## config.mk

```make
export PLATFORM = sky130hd
export DESIGN_NAME = spi_flag_word
export DESIGN_NICKNAME = d
export VERILOG_FILES = /design/src/rtl/spi_flag_word.sv
export SDC_FILE = /design/constraint.sdc
export NUM_CORES = 1
export LEC_CHECK = 0
export CAP_MARGIN = 15
export CORE_AREA = 2 2 39 41
export CTS_BUF_LIST = sky130_fd_sc_hd__clkbuf_4
export CTS_CLUSTER_SIZE = 30
export DETAILED_ROUTE_END_ITERATION = 8
export DIE_AREA = 0 0 41 43
export DONT_BUFFER_PORTS = 1
export PLACE_DENSITY = 0.7
export SETUP_SLACK_MARGIN = 0.3
export SYNTH_ARGS = -nofsm -noshare
export SYNTH_HDL_FRONTEND = slang
export SYNTH_SLANG_ARGS = --single-unit
```

## constraint.sdc

```tcl
create_clock -name clk -period 1.64 [get_ports clk]
set_input_delay 0.328 -clock clk [delete_from_list [all_inputs] [get_ports clk]]
set_output_delay 0.328 -clock clk [all_outputs]
set_load 0.01 [all_outputs]
```

## src/rtl/spi_flag_word.sv

```systemverilog
module spi_flag_word #(
  parameter int NSEL  = 4,
  parameter int BUS_W = 32
) (
  input  logic             clk,
  input  logic             rst_n,
  input  logic             slave_mode,
  input  logic             bus_wr,
  input  logic [BUS_W-1:0] bus_wdata,
  output logic [BUS_W-1:0] bus_rdata,
  input  logic             rx_load,
  input  logic             rx_read,
  input  logic             tx_write,
  input  logic             tx_move,
  input  logic             slv_char_start,
  input  logic             slv_clk_demand,
  input  logic [NSEL-1:0]  sel_asserted,
  input  logic             tx_busy,
  input  logic             stall_live,
  output logic             rx_buf_load,
  output logic [3:0]       event_flags,
  output logic             end_req
);

  localparam int NSTICKY = 4;
  localparam int STICKY_LO = 2;
  localparam int END_BIT = 7;
  localparam int USED_W = 9;

  logic rx_ready, tx_ready, mst_idle;
  logic [NSEL-1:0] sel_q, sel_qq;
  logic [NSTICKY-1:0] sticky, sticky_set, sticky_clr;
  logic sel_rise, sel_fall;

  assign rx_buf_load = rx_load & ~(slave_mode & rx_ready);
  assign mst_idle    = tx_ready & ~tx_busy;

  always_ff @(posedge clk or negedge rst_n)
    if (!rst_n) rx_ready <= 1'b0;
    else if (rx_buf_load) rx_ready <= 1'b1;
    else if (rx_read) rx_ready <= 1'b0;

  always_ff @(posedge clk or negedge rst_n)
    if (!rst_n) tx_ready <= 1'b1;
    else if (tx_write) tx_ready <= 1'b0;
    else if (tx_move) tx_ready <= 1'b1;

  always_ff @(posedge clk or negedge rst_n)
    if (!rst_n) begin
      sel_q  <= '0;
      sel_qq <= '0;
    end else begin
      sel_q  <= sel_asserted;
      sel_qq <= sel_q;
    end

  assign sel_rise = |(sel_q & ~sel_qq);
  assign sel_fall = (|sel_qq) & ~(|sel_q);

  assign sticky_set[0] = slave_mode & slv_char_start & rx_ready;
  assign sticky_set[1] = slave_mode & slv_clk_demand & ~tx_busy & tx_ready;
  assign sticky_set[2] = sel_rise;
  assign sticky_set[3] = sel_fall;
  assign sticky_clr    = bus_wr ? bus_wdata[STICKY_LO +: NSTICKY] : '0;

  for (genvar g = 0; g < NSTICKY; g++) begin : g_sticky
    always_ff @(posedge clk or negedge rst_n)
      if (!rst_n) sticky[g] <= 1'b0;
      else sticky[g] <= sticky_set[g] | (sticky[g] & ~sticky_clr[g]);
  end

  always_ff @(posedge clk or negedge rst_n)
    if (!rst_n) end_req <= 1'b0;
    else if (bus_wr && bus_wdata[END_BIT]) end_req <= 1'b1;
    else if (mst_idle) end_req <= 1'b0;

  assign event_flags = sticky;
  assign bus_rdata = {{(BUS_W-USED_W){1'b0}}, mst_idle, end_req, stall_live,
                      sticky, tx_ready, rx_ready};

  logic unused_wdata;
  assign unused_wdata = ^{bus_wdata[BUS_W-1:END_BIT+1], bus_wdata[STICKY_LO+NSTICKY],
                          bus_wdata[STICKY_LO-1:0]};

  a_r2_load_sets: assert property (@(posedge clk) disable iff (!rst_n)
    rx_load && !(slave_mode && rx_ready) |=> rx_ready);
  a_r3_write_clears: assert property (@(posedge clk) disable iff (!rst_n)
    tx_write |=> !tx_ready && !bus_rdata[8]);
  a_r4_keep_buffer: assert property (@(posedge clk) disable iff (!rst_n)
    slave_mode && rx_ready |-> !rx_buf_load);
  a_r6_master_quiet: assert property (@(posedge clk) disable iff (!rst_n)
    !slave_mode && !event_flags[1] |=> !event_flags[1]);
  a_r9_set_wins: assert property (@(posedge clk) disable iff (!rst_n)
    slave_mode && slv_char_start && rx_ready |=> event_flags[0]);
  a_r10_end_hold: assert property (@(posedge clk) disable iff (!rst_n)
    end_req && !mst_idle |=> end_req);
  a_r10_end_clear: assert property (@(posedge clk) disable iff (!rst_n)
    end_req && mst_idle && !(bus_wr && bus_wdata[END_BIT]) |=> !end_req);
  a_r12_upper_zero: assert property (@(posedge clk) disable iff (!rst_n)
    bus_rdata[BUS_W-1:USED_W] == '0);

endmodule

```

# Word level (Yosys, flattened, before mapping)
# Cells that the tools add are included.
[word_totals] register_bits=15 output_inout_bits=38
[classes] bitwise=26 reduce_logical=7 mux=7
[ops] operator="AND 1 bit" n=13
[ops] operator="OR reduction 4 bit" n=3
[ops] operator="inverter 1 bit" n=7
[ops] operator="2-to-1 mux 1 bit" n=6
[ops] operator="nonzero test 2 bit" n=3
[ops] operator="AND 4 bit" n=1
[ops] operator="2-to-1 mux 4 bit" n=1
[ops] operator="inverter 4 bit" n=1
[ops] operator="OR 1 bit" n=4
[ops] operator="logical AND 1 bit" n=1

# Longest topological paths before layout
# Gate-level depths: netlist (run 1).
[logic_depth] depth_word=4 ltp_mapped=3 depth_no_buf=3

# Least setup slack after synthesis (run 1)
# Ideal clock, no wire load.
[synth_path] kind="flip-flop to output port" startpoint="register tx_ready" endpoint="output bus_rdata[8]" slack_ps=486 t_required_ps=1312 arrival_time_ps=826 stages_incl_launch_ff=3 cell_sequence="dfstp_2 nor2b_1 buf_4"
[synth_between] elab_chain_len=1
[synth_lines] element="from (decl)" line="30" text="logic rx_ready, tx_ready, mst_idle;"
[synth_lines] element="from (signal assigned)" line="44" text="if (!rst_n) tx_ready <= 1'b1;"
[synth_lines] element="from (signal assigned)" line="45" text="else if (tx_write) tx_ready <= 1'b0;"
[synth_lines] element="from (signal assigned)" line="46" text="else if (tx_move) tx_ready <= 1'b1;"
[synth_lines] element="AND 1 bit" line="36" text="assign mst_idle = tx_ready & ~tx_busy;"
[synth_lines] element="to (decl)" line="10" text="output logic [BUS_W-1:0] bus_rdata,"
# No other way between the ends.

# Worst setup path after layout (run 1)
# Ends and elaborated chain as after synthesis.

==> impl_metrics.py, run 1 <==
metrics = {
    "setup_path": {
        "crit_family": "flip-flops",
        "crit_fanout": 3,
        "startpoint": "tx_ready$_DFFE_PN1P_",
        "startpoint_type": "flop",
        "cp.arrival_ns": 1.07,
        "path_buf_inv": 0,
        "crit_chain": "nor2b_4",
        "worstPathRequired_ns": 1.31,
        "end_kind": "primary output",
        "worstSetupPathType": "reg -> out",
        "r2r-start": "bus_rdata[4]$_DFF_PN0_",
        "slowest_stage": "dfstp_2",
        "critPathMaxStageDelay_ns": 0.58,
    },
    "timing": {
        "report.final.hold_viol_count": 0,
        "fin_crit_ns": 1.39,
        "setup_viol": 0,
        "relSlewSlack": 0.574,
        "fmax_mhz": 717,
        "final_max_slew_viol_count": 0,
        "finClkSkew_ns": 0.000548,
        "rsz0062_at_grt": "yes",
        "post-route-period-util": 0.850,
        "tightest_slew_ns": 0.637,
        "fin_tns_setup_ns": 0,
    },
    "global_route": {
        "antenna_found_initial": 0,
        "grt_usage": 0.127,
        "grt_pass1_wl_um": 1400,
        "overflow": 0,
        "grt_max_degree": 16,
        "grt_pass1_vias": 334,
    },
    "logic_synthesis": {
        "ys_ff_latch": 15,
        "yosys.area.top_type": "dfrtp_1",
        "synth_common_cells": "buf_4, dfrtp_1, nand2_1",
        "async_flop_share": 1.00,
        "syn_inst": 73,
        "syn-cell-area_sq_um": 757,
        "synth.distinct_cells": 16,
        "syn_area_per_cell_sq_um": 10.4,
        "synth_top_area_frac": 0.463,
        "synth_edf_count": 0,
        "yosysWarnings": 0,
        "ys_seq_area_frac": 0.498,
        "ys.flop_type": "dfrtp_1",
        "synth_area_leaders": "dfrtp_1, buf_4, dfstp_2",
        "synth.most_common_cell": "buf_4",
    },
    "floorplan": {
        "die_w_um": 41,
        "start_util": 0.547,
        "num_rows": 14,
        "die_height_um": 43,
        "dieArea_sq_um": 1760,
        "core_sq_um": 1380,
        "num_io_pins": 86,
    },
    "cts": {
        "cts_tree": "done",
        "clk_latency_ns": 0.29,
        "cts_htree_levels": 1,
        "clk_pin_slew_ns": 0.10,
        "cts_max_path_buffers": 2,
        "cts_buffers": 3,
        "cts_sinks": 15,
        "root_buffer": "clkbuf_4",
    },
    "route": {
        "drt_iter0_drc": 4,
        "drt_pre_antenna_iters": 4,
        "ant_nets": 0,
        "routed_via_density": 4.62,
        "vias": 388,
        "wl_per_cell_um": 12.0,
        "drt-total-wl_um": 1010,
        "drc": 0,
    },
    "power_and_ir_drop": {
        "leakagePower_nw": 0.348,
        "p_per_area_nw_per_um2": 1070,
        "ir_drop_mv": 0.590,
    },
    "worst_hold_path": {
        "hp-class": "in -> reg",
        "min_from": "sel_asserted[1]",
    },
    "placed_design": {
        "portBuffers": 0,
        "gp_congestion": 0.721,
        "dpl_cell_area_sq_um": 619,
        "hpwlAfterDp_um": 773,
    },
    "layout": {
        "areaGrowthSynthToFinish_pct": -11.2,
        "diodes": 0,
        "layout-drive-gt1-share": 0.118,
        "finalInstanceArea_sq_um": 672,
        "num-nets-final": 117,
    },
    "outcome": {
        "status": "finished, final reports clean",
    },
    "flow_run": {
        "cap_violations": 0,
    },
}
## cell usage in the layout, fill, tap and decap left out
cell / count
a21boi_2: 1
a21o_1: 1
a222oi_1: 1
a32o_1: 2
clkbuf_4: 3
clkinvlp_4: 1
conb_1: 23
dfrtp_1: 13
dfrtp_2: 1
dfstp_2: 1
dlygate4sd3_1: 1
inv_1: 6
nand2_1: 7
nor2_1: 2
nor2b_4: 1
nor4_1: 1
o21ai_0: 1
o221ai_1: 1
o41ai_1: 1
## flip-flops by register name, summed over array words and instances, names as in the netlist
| register | count |
|---|---|
| sel_qq | 4 |
| end_req | 1 |
| sel_q | 4 |
| bus_rdata | 4 |
| tx_ready | 1 |
| rx_ready | 1 |
## metrics by stage
| step | utilization | hold WS (ns) | power, W | worst slack, ns | std cells |
|---|---|---|---|---|---|
| detailed placement | 0.448 | 0.0327 | 0.000497 | 0.424 | 79 |
| CTS | 0.485 | 0.0409 | 0.000732 | 0.231 | 84 |
| floorplan | - | 0.0324 | 0.000556 | 0.486 | 95 |
| global placement | 0.448 | 0.0327 | 0.000494 | 0.414 | 79 |
| global route | 0.486 | 0.0358 | 0.000761 | 0.193 | 84 |
| finish | 0.486 | 0.0504 | 0.000722 | 0.246 | 84 |
## timing repair
item                                    4_1_cts  5_1_grt
pin swaps                                     0        1
hold buffers                                  1        0
resized for setup                             4        1
endpoints found under the setup margin        2        2
setup buffers                                 0        0
endpoints found under the hold margin        15        0
## kinds of logic (layout without fill, tap and decap cells)
kind of cell | Yosys count | in the layout | synth area share
buffers and inverters | 38 | 11 | 0.347
and+or+nand+nor | 11 | 11 | 0.0612
other | 1 | 23 | 0.00495
AOI/OAI and AO/OA | 8 | 8 | 0.0893
DFF | 15 | 15 | 0.498
## worst paths after layout
path	to	slack (ns)	cells past startpoint
max	bus_rdata[8]	0.25	1
min	sel_q[1]$_DFF_PN0_	0.05	0
max reg2reg	bus_rdata[4]$_DFF_PN0_	0.56	2
min reg2reg	sel_qq[3]$_DFF_PN0_	0.41	0
max in group asynchronous	rx_ready$_DFFE_PN0P_	0.70	1
min in group asynchronous	sel_q[0]$_DFF_PN0_	0.49	1
## metal layers
layer | routed length (um) | GRT usage
met1 | 326 | 0.147
met2 | 492 | 0.159
met3 | 133 | 0.0419
met4 | 56 | 0.147
met5 | 0 | 0
## power by group
group / switching [W] / total (W) / internal, W
registers: 0.0000402 / 0.000439 / 0.000399
clock network: 0.000128 / 0.000221 / 0.0000929
logic: 0.0000432 / 0.0000619 / 0.0000187
total: 0.000211 / 0.000722 / 0.000511
## cell type report
| class | instances | area [sq um] |
|---|---|---|
| Fill cell | 127 | 712 |
| Sequential cell | 15 | 378 |
| Multi-Input combinational cell | 42 | 211 |
| Clock buffer | 3 | 22.5 |
| Inverter | 6 | 22.5 |
| Tap cell | 16 | 20.0 |
| Timing Repair Buffer | 1 | 10.0 |
| Clock inverter | 1 | 7.51 |
Note: power is estimated with default switching activity, not from simulation.
==> inputs of run 2 (changes only) <==
Settings changed: GPL_TIMING_DRIVEN set to 0.
==> run 2 against run 1 <==
  * Cell count rose by 40%
  * Largest power group unchanged
  * Maximum frequency hardly changed
  * Via count rose by 24%
  * Highest routed layer unchanged
  * Sequential share of layout area is 16 points lower
  * Global-route usage increased by 0.99 points
  * Register-to-register slack improved by 0.03 ns
  * First-iteration DRC count shrank 50%
  * Critical path type unchanged
  * Clock skew increased by 0.0019 ns
  * Worst setup slack got worse by 0.00099 ns
==> impl_metrics.py, run 2 (synthesis results as in run 1) <==
metrics = {
    "outcome": {
        "status": "finished, final reports clean",
    },
    "cts": {
        "cts_max_path_buffers": 2,
        "root_buffer": "clkbuf_4",
        "cts_sinks": 15,
        "cts_buffers": 3,
        "cts_htree_levels": 1,
        "cts_tree": "done",
        "clk_pin_slew_ns": 0.08,
        "clk_latency_ns": 0.27,
    },
    "power_and_ir_drop": {
        "p_per_area_nw_per_um2": 849,
        "p_int_w": 0.000592,
        "p_clk_frac": 0.269,
        "ir_drop_mv": 0.563,
        "p_total_w": 0.000793,
        "sw_frac_of_total": 0.253,
        "seqPwrFrac": 0.540,
        "pwr-share-comb": 0.191,
        "p_sw_w": 0.000201,
        "leakagePower_nw": 0.535,
    },
    "setup_path": {
        "reg2reg_slack_ns": 0.59,
        "critPathMaxStageDelay_ns": 0.54,
        "crit_fanout": 2,
        "r2r_cells": 2,
        "cp.arrival_ns": 1.07,
        "startpoint_type": "flop",
        "crit_family": "flip-flops",
        "reg2reg_to": "bus_rdata[4]$_DFF_PN0_",
        "path_buf_inv": 1,
        "crit_chain": "nor2b_4 -> buf_6",
        "end_kind": "primary output",
        "r2r-start": "sel_q[1]$_DFF_PN0_",
        "worstSetupPathType": "reg -> out",
        "slowest_stage": "dfstp_2",
        "worstPathRequired_ns": 1.31,
    },
    "global_route": {
        "grt_pass1_vias": 390,
        "overflow": 0,
        "grt_max_degree": 16,
        "antenna_found_initial": 0,
        "met2_usage": 0.234,
        "grtUsageMet3": 0.0157,
        "grt_usage": 0.137,
        "busiest_layer": "met2",
        "grt_pass1_wl_um": 1620,
        "grtUsageMet1": 0.149,
    },
    "layout": {
        "layout-drive-gt1-share": 0.402,
        "multi_input_area_sq_um": 211,
        "areaGrowthSynthToFinish_pct": 23.3,
        "final_common_cell": "buf_4",
        "finalInstanceArea_sq_um": 933,
        "diodes": 0,
        "fill_cells": 119,
        "ff_latch_area_sq_um": 377,
        "num-nets-final": 151,
        "mostFrequentLayoutCells": "buf_4, conb_1, dfrtp_1",
        "final_core_util": 0.675,
    },
    "floorplan": {
        "num_rows": 14,
        "die_height_um": 43,
        "num_io_pins": 86,
        "start_util": 0.547,
        "core_sq_um": 1380,
        "die_w_um": 41,
        "dieArea_sq_um": 1760,
    },
    "route": {
        "vias": 481,
        "drc": 0,
        "drt_iter0_drc": 2,
        "ant_nets": 0,
        "drt_pre_antenna_iters": 4,
        "drt-total-wl_um": 1180,
        "wl_per_cell_um": 10.0,
        "routed_via_density": 4.08,
    },
    "timing": {
        "report.final.hold_viol_count": 0,
        "fin_tns_setup_ns": 0,
        "rsz0062_at_grt": "yes",
        "fin_crit_ns": 1.40,
        "finClkSkew_ns": 0.00242,
        "fmax_mhz": 717,
        "post-route-period-util": 0.851,
        "relSlewSlack": 0.570,
        "final_max_slew_viol_count": 0,
        "hold_slack_ns": 0.0773,
        "tightest_slew_ns": 0.642,
        "setup_viol": 0,
    },
    "placed_design": {
        "dpl_cell_area_sq_um": 860,
        "gp_congestion": 0.720,
        "hpwlAfterDp_um": 980,
        "portBuffers": 0,
    },
    "worst_hold_path": {
        "min_to": "tx_ready$_DFFE_PN1P_",
        "hold_path_depth": 1,
        "hp-class": "in -> reg",
        "min_from": "tx_write",
    },
    "flow_run": {
        "cap_violations": 0,
    },
}
==> run 2: cell types whose count changed in the layout (fill, tap and decap cells not counted), sizes merged <==
cell / delta
buf: +34
clkbuf: +1
clkinvlp: -1
==> run 2: power groups by stage <==
stage	sequential (W)	combinational, W	clock [W]
after CTS	0.000429	0.000149	0.000223
after floorplan	0.000429	0.000127	0
after global placement	0.000434	0.000131	0
final	0.000428	0.000152	0.000213
after global routing	0.000433	0.000169	0.000237
after detailed placement	0.000436	0.000132	0
==> run 2: worst register-to-register path, cell delays in order (launching register included) <==
cell	delay (ns)
dfrtp_1	0.40
a222oi_1	0.34
o221ai_1	0.17
==> run 2: repair_timing <==
action	in CTS	in global routing
gates resized for setup	5	1
endpoints found under the hold margin	15	0
hold buffers	1	0
setup buffers	2	0
setup endpoints to repair	2	2
==> run 2: metrics by stage <==
step	cells	worst slack, ns
2_1_floorplan	95	0.486
3_3_place_gp	111	0.398
3_5_place_dp	111	0.403
4_1_cts	118	0.246
5_1_grt	118	0.216
6_report	118	0.245
==> run 2: routing by layer <==
metal | vias to the layer above | wire [um] | share of wire
li1 | 242 | - | -
met1 | 205 | 382 | 0.32
met2 | 32 | 635 | 0.54
met3 | 2 | 150 | 0.13
met4 | 0 | 14 | 0.012
met5 | - | 0 | 0
==> run 2: how the worst max path moves through the flow <==
| stage | startpoint | to | slack [ns] | cells past startpoint |
|---|---|---|---|---|
| floorplan | tx_ready$_DFFE_PN1P_ | bus_rdata[8] | 0.49 | 2 |
| global placement | tx_ready$_DFFE_PN1P_ | bus_rdata[8] | 0.40 | 2 |
| detailed placement | tx_ready$_DFFE_PN1P_ | bus_rdata[8] | 0.40 | 2 |
| CTS | tx_ready$_DFFE_PN1P_ | bus_rdata[8] | 0.25 | 2 |
| global route | tx_ready$_DFFE_PN1P_ | bus_rdata[8] | 0.22 | 2 |
| finish | tx_ready$_DFFE_PN1P_ | bus_rdata[8] | 0.24 | 2 |
==> run 2: layout make-up <==
type | instances | share of cell area
Timing Repair Buffer | 3 | 0.0268
Clock buffer | 4 | 0.0322
Inverter | 6 | 0.0241
Buffer | 32 | 0.265
Multi-Input combinational cell | 42 | 0.227
Tap cell | 16 | 0.0214
Sequential cell | 15 | 0.403
